**config.mk**
```make
export PLATFORM = sky130hd
export DESIGN_NAME = pktchk_top
export DESIGN_NICKNAME = d
export VERILOG_FILES = /design/src/rtl/pktchk_pkg.sv /design/src/rtl/pkt_decode.sv /design/src/rtl/xfer_tracker.sv /design/src/rtl/pkt_forward.sv /design/src/rtl/pktchk_top.sv
export SDC_FILE = /design/constraint.sdc
export NUM_CORES = 1
export LEC_CHECK = 0
export BUFFER_PORTS_ARGS = -buffer_cell sky130_fd_sc_hd__clkbuf_2
export CORE_UTILIZATION = 58
export CTS_CLUSTER_SIZE = 24
export DETAILED_ROUTE_END_ITERATION = 8
export HOLD_SLACK_MARGIN = 0.02
export PLACE_DENSITY = 0.92
export REMOVE_ABC_BUFFERS = 1
export SLEW_MARGIN = 20
export SYNTH_ARGS = -nofsm -noshare
export SYNTH_HDL_FRONTEND = slang
export SYNTH_SLANG_ARGS = --single-unit
export TNS_END_PERCENT = 20
```
**constraint.sdc**
```tcl
create_clock -name clk -period 8.6 [get_ports clk]
set_clock_uncertainty 0.05 [all_clocks]
set_input_delay 2.58 -clock clk [delete_from_list [all_inputs] [get_ports clk]]
set_output_delay 2.58 -clock clk [all_outputs]
set_load 0.02 [all_outputs]
```
**src/rtl/pktchk_pkg.sv**
```systemverilog
package pktchk_pkg;

    localparam int WORD_W     = 16;
    localparam int NUM_FIELDS = 4;
    localparam int PKT_W      = WORD_W * (NUM_FIELDS + 1);
    localparam int ERR_W      = 32;
    localparam int TYPE_W     = 3;
    localparam int CHAN_W     = 2;

    localparam int ERR_COUNT_BIT = 2;
    localparam int ERR_SUM_BIT   = 3;
    localparam int ERR_BUF_BIT   = 5;

    localparam logic [ERR_W-1:0] ERR_USED_MASK =
        (ERR_W'(1) << ERR_COUNT_BIT) | (ERR_W'(1) << ERR_SUM_BIT) | (ERR_W'(1) << ERR_BUF_BIT);

    localparam int EOB_SUM_FIELD = 0;
    localparam int EOB_CNT_FIELD = 2;
    localparam int EOB_BUF_FIELD = 3;

    typedef enum logic [TYPE_W-1:0] {
        PT_DATA = 3'd0,
        PT_HDR  = 3'd1,
        PT_EOB  = 3'd2,
        PT_TERM = 3'd3,
        PT_EXT  = 3'd4,
        PT_ACK  = 3'd5,
        PT_SIG  = 3'd6,
        PT_ILL  = 3'd7
    } pkt_type_e;

    typedef logic [NUM_FIELDS-1:0][WORD_W-1:0] fields_t;

    typedef struct packed {
        pkt_type_e          ptype;
        logic               reply;
        logic [CHAN_W-1:0]  chan;
        fields_t            field;
    } pkt_info_t;

    function automatic logic [WORD_W-1:0] field_sum(input fields_t f);
        logic [WORD_W-1:0] s;
        s = '0;
        for (int k = 0; k < NUM_FIELDS; k++) begin
            s = s + f[k];
        end
        return s;
    endfunction

endpackage

```
**src/rtl/pkt_decode.sv**
```systemverilog
module pkt_decode
    import pktchk_pkg::*;
(
    input  logic [PKT_W-1:0] pkt,
    output pkt_info_t        info
);

    always_comb begin
        info.ptype = pkt_type_e'(pkt[TYPE_W-1:0]);
        info.reply = pkt[TYPE_W];
        info.chan  = pkt[TYPE_W+1 +: CHAN_W];
    end

    for (genvar k = 0; k < NUM_FIELDS; k++) begin : g_field
        assign info.field[k] = pkt[WORD_W*(k+1) +: WORD_W];
    end

endmodule

```
**src/rtl/xfer_tracker.sv**
```systemverilog
module xfer_tracker
    import pktchk_pkg::*;
(
    input  logic             clk,
    input  logic             rst,
    input  logic             in_valid,
    input  pkt_info_t        info,
    output logic             accept,
    output logic [ERR_W-1:0] err_word
);

    localparam logic [WORD_W-1:0] ONE = WORD_W'(1);

    logic              in_xfer_q;
    logic [WORD_W-1:0] cnt_q;
    logic [WORD_W-1:0] sum_q;
    logic [WORD_W-1:0] buf_q;
    logic [ERR_W-1:0]  err_q;
    logic [ERR_W-1:0]  eob_err;
    logic              is_data;
    logic              orphan;

    always_comb begin
        is_data = in_valid && (info.ptype == PT_DATA);
        orphan  = is_data && !in_xfer_q;
        accept  = in_valid && (info.ptype != PT_ILL) && !orphan;
        eob_err = '0;
        eob_err[ERR_COUNT_BIT] = (info.field[EOB_CNT_FIELD] != cnt_q);
        eob_err[ERR_SUM_BIT]   = (info.field[EOB_SUM_FIELD] != sum_q);
        eob_err[ERR_BUF_BIT]   = (info.field[EOB_BUF_FIELD] != buf_q);
    end

    always_ff @(posedge clk) begin
        if (rst) begin
            in_xfer_q <= 1'b0;
            cnt_q     <= '0;
            sum_q     <= '0;
            buf_q     <= '0;
            err_q     <= '0;
        end else if (in_valid) begin
            case (info.ptype)
                PT_HDR: begin
                    err_q     <= '0;
                    cnt_q     <= '0;
                    sum_q     <= '0;
                    in_xfer_q <= 1'b1;
                end
                PT_DATA: begin
                    if (in_xfer_q) begin
                        cnt_q <= cnt_q + ONE;
                        sum_q <= sum_q + field_sum(info.field);
                    end else begin
                        err_q[ERR_COUNT_BIT] <= 1'b1;
                    end
                end
                PT_EOB: begin
                    err_q <= err_q | eob_err;
                    cnt_q <= '0;
                    sum_q <= '0;
                    buf_q <= buf_q + ONE;
                end
                PT_TERM: begin
                    in_xfer_q <= 1'b0;
                end
                default: begin
                end
            endcase
        end
    end

    assign err_word = err_q;

    assert_hdr_clears_R3: assert property (@(posedge clk) disable iff (rst)
        (in_valid && info.ptype == PT_HDR) |=> (err_word == '0));

    assert_sticky_R9: assert property (@(posedge clk) disable iff (rst)
        !(in_valid && info.ptype == PT_HDR) |=> ((err_word & $past(err_word)) == $past(err_word)));

    assert_used_bits_R9: assert property (@(posedge clk) disable iff (rst)
        (err_word & ~ERR_USED_MASK) == '0);

    assert_buf_step_R7: assert property (@(posedge clk) disable iff (rst)
        (in_valid && info.ptype == PT_EOB) |=> (buf_q == $past(buf_q) + ONE));

    assert_orphan_flag_R8: assert property (@(posedge clk) disable iff (rst)
        orphan |=> err_word[ERR_COUNT_BIT]);

    assert_illegal_inert_R2: assert property (@(posedge clk) disable iff (rst)
        (in_valid && info.ptype == PT_ILL) |=>
            ($stable(cnt_q) && $stable(sum_q) && $stable(buf_q) && $stable(err_q)));

endmodule

```
**src/rtl/pkt_forward.sv**
```systemverilog
module pkt_forward
    import pktchk_pkg::*;
(
    input  logic             clk,
    input  logic             rst,
    input  logic             accept,
    input  logic [PKT_W-1:0] in_pkt,
    output logic             out_valid,
    output logic [PKT_W-1:0] out_pkt
);

    always_ff @(posedge clk) begin
        if (rst) begin
            out_valid <= 1'b0;
            out_pkt   <= '0;
        end else begin
            out_valid <= accept;
            if (accept) begin
                out_pkt <= in_pkt;
            end
        end
    end

    assert_forward_R1: assert property (@(posedge clk) disable iff (rst)
        accept |=> (out_valid && out_pkt == $past(in_pkt)));

    assert_no_spurious_R2: assert property (@(posedge clk) disable iff (rst)
        !accept |=> !out_valid);

endmodule

```
**src/rtl/pktchk_top.sv**
```systemverilog
module pktchk_top
    import pktchk_pkg::*;
(
    input  logic             clk,
    input  logic             rst,
    input  logic             in_valid,
    input  logic [79:0]      in_pkt,
    output logic             out_valid,
    output logic [79:0]      out_pkt,
    output logic [31:0]      err_word
);

    pkt_info_t info;
    logic      accept;

    pkt_decode u_decode (
        .pkt  (in_pkt),
        .info (info)
    );

    xfer_tracker u_track (
        .clk      (clk),
        .rst      (rst),
        .in_valid (in_valid),
        .info     (info),
        .accept   (accept),
        .err_word (err_word)
    );

    pkt_forward u_fwd (
        .clk       (clk),
        .rst       (rst),
        .accept    (accept),
        .in_pkt    (in_pkt),
        .out_valid (out_valid),
        .out_pkt   (out_pkt)
    );

    assert_reset_state_R10: assert property (@(posedge clk)
        $past(rst) |-> (!out_valid && err_word == '0));

endmodule

```
==> summary.md <==
| Metric | Value |
|---|---|
| Maximum clock frequency | 168.3 MHz |
| Status | complete, no violations |
| Pleak | 4.400 nW |
| Post-route cell area | 9160 sq um |
| Root Buffer | clkbuf_16 |
| Mapped cell area | 7749 sq um |
| Initial antenna violation count | 0 |
| Final nets | 1249 |
| H-tree depth | 4 |
| CTS tree | yes |
| Most frequent CP cell | fa_1 |
| Final hold vios | 0 |
| Top FF cell, synth | dfxtp_1 |
| Buf/Inv on CP | 3 |
| Cell Area, Placed | 8556 sq um |
| Synthesized flop and latch total | 133 |
| Critical path cell sequence | clkbuf_2, inv_1, fa_1, fa_1, fa_1, inv_1, ha_1, fa_1, a211oi_1, nor2_1, o2111ai_1, o21ai_0, xnor2_1, a22o_1 |
| Worst Path Required | 8.88 ns |
| CP top delay family | adder cells |
| Detailed Place HPWL | 14160 um |
| IO Port Bufs | 166 |
| Area grow syn2layout | 18.21% |
| Area of the core | 12820 sq um |
| Initial core utilization | 60.42% |
| GP Congestion | 0.9006 |
| Post-Syn Instances | 956 |
| Max Root-Sink Buffers | 2 |
| CP arrival | 6.22 ns |
| Postcts setup bufs | 0 |
| Crit path launch type | input port |
| Worst-Skew Late Latency | 0.44 ns |
| Fillers | 1041 |
| Final Max Slew Viols | 0 |
| Critical Path Sink Type | flip-flop |
| Global-route wire length before repair | 31270 um |
| Critical path class | input port to flip-flop |
| Reg2Reg Setup Slack | 5.53 ns |
| Ant. Diodes | 0 |
| TNS Setup | 0 ns |
| Tmin final | 5.942 ns |
| CTS sink cnt | 133 |
| Die ar. | 13830 sq um |
| Post_cts resized | 0 |
| Pre-antenna DRT Iters | 5 |
| Period utilization | 69.09% |
| Post-route ant nets | 0 |
| Vias in the first global route | 6454 |
| RSZ-0062 raised after global routing | false |
| Hold crit path type | flip-flop to flip-flop |
| Die X | 117.6 um |
| Avg Inst Size Synth | 8.105 sq um |
| Clock slew at reported path FFs | 0.06 ns |
| Vias per Instance | 5.243 |
| Worst Max-Slew Pin Slew | 0.9197 ns |
| Slew margin rel. | 38.69% |
| All-layer global routing usage | 28.55% |
| DRT iter0 DRCs | 538 |
| Via count | 6758 |
| Post-synth EDFFs | 0 |
| Yosys warns | 0 |
| Peak VDD IR | 0.1907 mV |
| Share of cells above drive strength 1 | 18.71% |
| WHS | 0.4020 ns |
| Pwr/cell area | 233.5 nW/um^2 |
| Netlist cell types | 50 |
| # DRC | 0 |
| Largest net degree at the start of global routing | 80 |
| Grt ovf | 0 |
| Number of buffers created by CTS | 17 |
| Hold Buf Count CTS | 0 |
| Wirelength per Cell | 14.89 um |
| CP max-delay cell | fa_1 |
| Sequential fraction of the synthesis area | 34.36% |
| Slowest stage delay, CP | 0.56 ns |
| Die Height | 117.6 um |
| Row count | 41 |
| CP max FO | 4 |
| Ys async rst share | 0% |
| Max-cap violations | 0 |
| Final WL | 19200 um |
| Ports | 196 |
| Setup violators final | 0 |
## routing by layer
layer | vias up | routed length (um) | track usage (%)
met2 | 253 | 9662 | 49.96
li1 | 3274 | - | -
met4 | 0 | 246 | 8.494
met5 | - | 0 | 0
met1 | 3209 | 8060 | 35.35
met3 | 22 | 1229 | 5.766
## cells by family after synthesis
family | synth area share, %
AOI/OAI and AO/OA | 11.61
xor gates and xnor gates | 10.06
muxes | 0.5329
and+or+nand+nor | 17.44
DFF | 34.36
other | 0.04840
buffers and inverters | 11.67
adders and majority gates | 14.27
## tightest hold or removal path, cell delays in order, from the launching register on
cell and delay (ns):
dfxtp_1 0.31, nand2_1 0.05, a21oi_1 0.05
## sequential cells by signal (all words and copies together) (netlist names)
name	count
u_fwd.out_pkt	80
u_track.buf_q	16
u_track.cnt_q	16
u_track.sum_q	16
u_track.err_word	3
u_fwd.out_valid	1
u_track.in_xfer_q	1
## through the flow
| step | setup WS (ns) | std cells | utilization [%] | total power (W) |
|---|---|---|---|---|
| global placement | 2.361 | 1257 | 66.71 | 0.001361 |
| detailed placement | 2.244 | 1257 | 66.71 | 0.001386 |
| CTS | 2.706 | 1289 | 71.42 | 0.002136 |
| floorplan | 2.650 | 917 | - | 0.001206 |
| global route | 2.433 | 1289 | 71.42 | 0.002261 |
| finish | 2.658 | 1289 | 71.42 | 0.002139 |
## placed cells by master, fill, tap and decap left out, types with 12 or more instances in the layout
cell type,count
xor2_1,51
clkbuf_16,17
a21oi_1,96
nand3_1,13
xnor2_1,38
conb_1,29
ha_1,18
a22oi_1,12
o21ai_0,14
inv_1,141
nor2_1,53
dfxtp_1,133
nand4_1,13
fa_1,44
nand2_1,179
clkbuf_2,165
## synthesized netlist by cell type, types with 2 or more instances
library cell	number	area share, %
or3_1	7	0.57
nor3_4	3	0.63
buf_4	30	2.9
nor2b_1	3	0.24
fa_1	44	11
a22o_1	6	0.68
nand3_1	14	0.90
buf_2	8	0.52
nor4_1	7	0.57
mux2i_1	3	0.39
and3_1	6	0.48
and2_1	4	0.32
xor2_1	51	5.8
o21ai_0	14	0.90
nand2_1	179	8.7
a2111o_1	2	0.29
and4_1	2	0.23
xnor2_1	38	4.3
o21a_1	2	0.19
nand2b_1	2	0.16
a21oi_1	96	6.2
ha_1	18	2.9
a21o_1	3	0.29
a22oi_1	12	1.2
o41ai_1	2	0.23
nand4_1	13	1.0
a211oi_1	5	0.48
inv_1	141	6.8
nor2_1	53	2.6
dfxtp_1	133	34
clkbuf_1	28	1.4
nor3_1	9	0.58
## worst paths after layout
kind	from	end	cells past startpoint
setup / recovery	in_pkt[17]	u_track.sum_q[15]	14
hold / removal	u_fwd.out_pkt[25]	u_fwd.out_pkt[25]	2
setup reg to reg	u_track.sum_q[1]	u_track.sum_q[15]	11
hold reg to reg	u_fwd.out_pkt[25]	u_fwd.out_pkt[25]	2
## where the power goes
group          leakage [nW]  switching (W)  internal, W
combinational          3.03       0.000432     0.000281
clock                 0.286       0.000292     0.000457
sequential             1.09      0.0000253     0.000652
total                  4.40       0.000749      0.00139
## cell type report
type                       instances  area [sq um]  share of cell area, %
multi-input combinational        643          4300                  46.95
sequential                       133          2663                  29.07
timing repair buffer             168         848.3                  9.261
inverter                         141         529.3                  5.778
clock buffer                      17         425.4                  4.644
tap                              172         215.2                  2.349
clock inverter                    15         178.9                  1.953
Power figures use the tool's default switching activity.
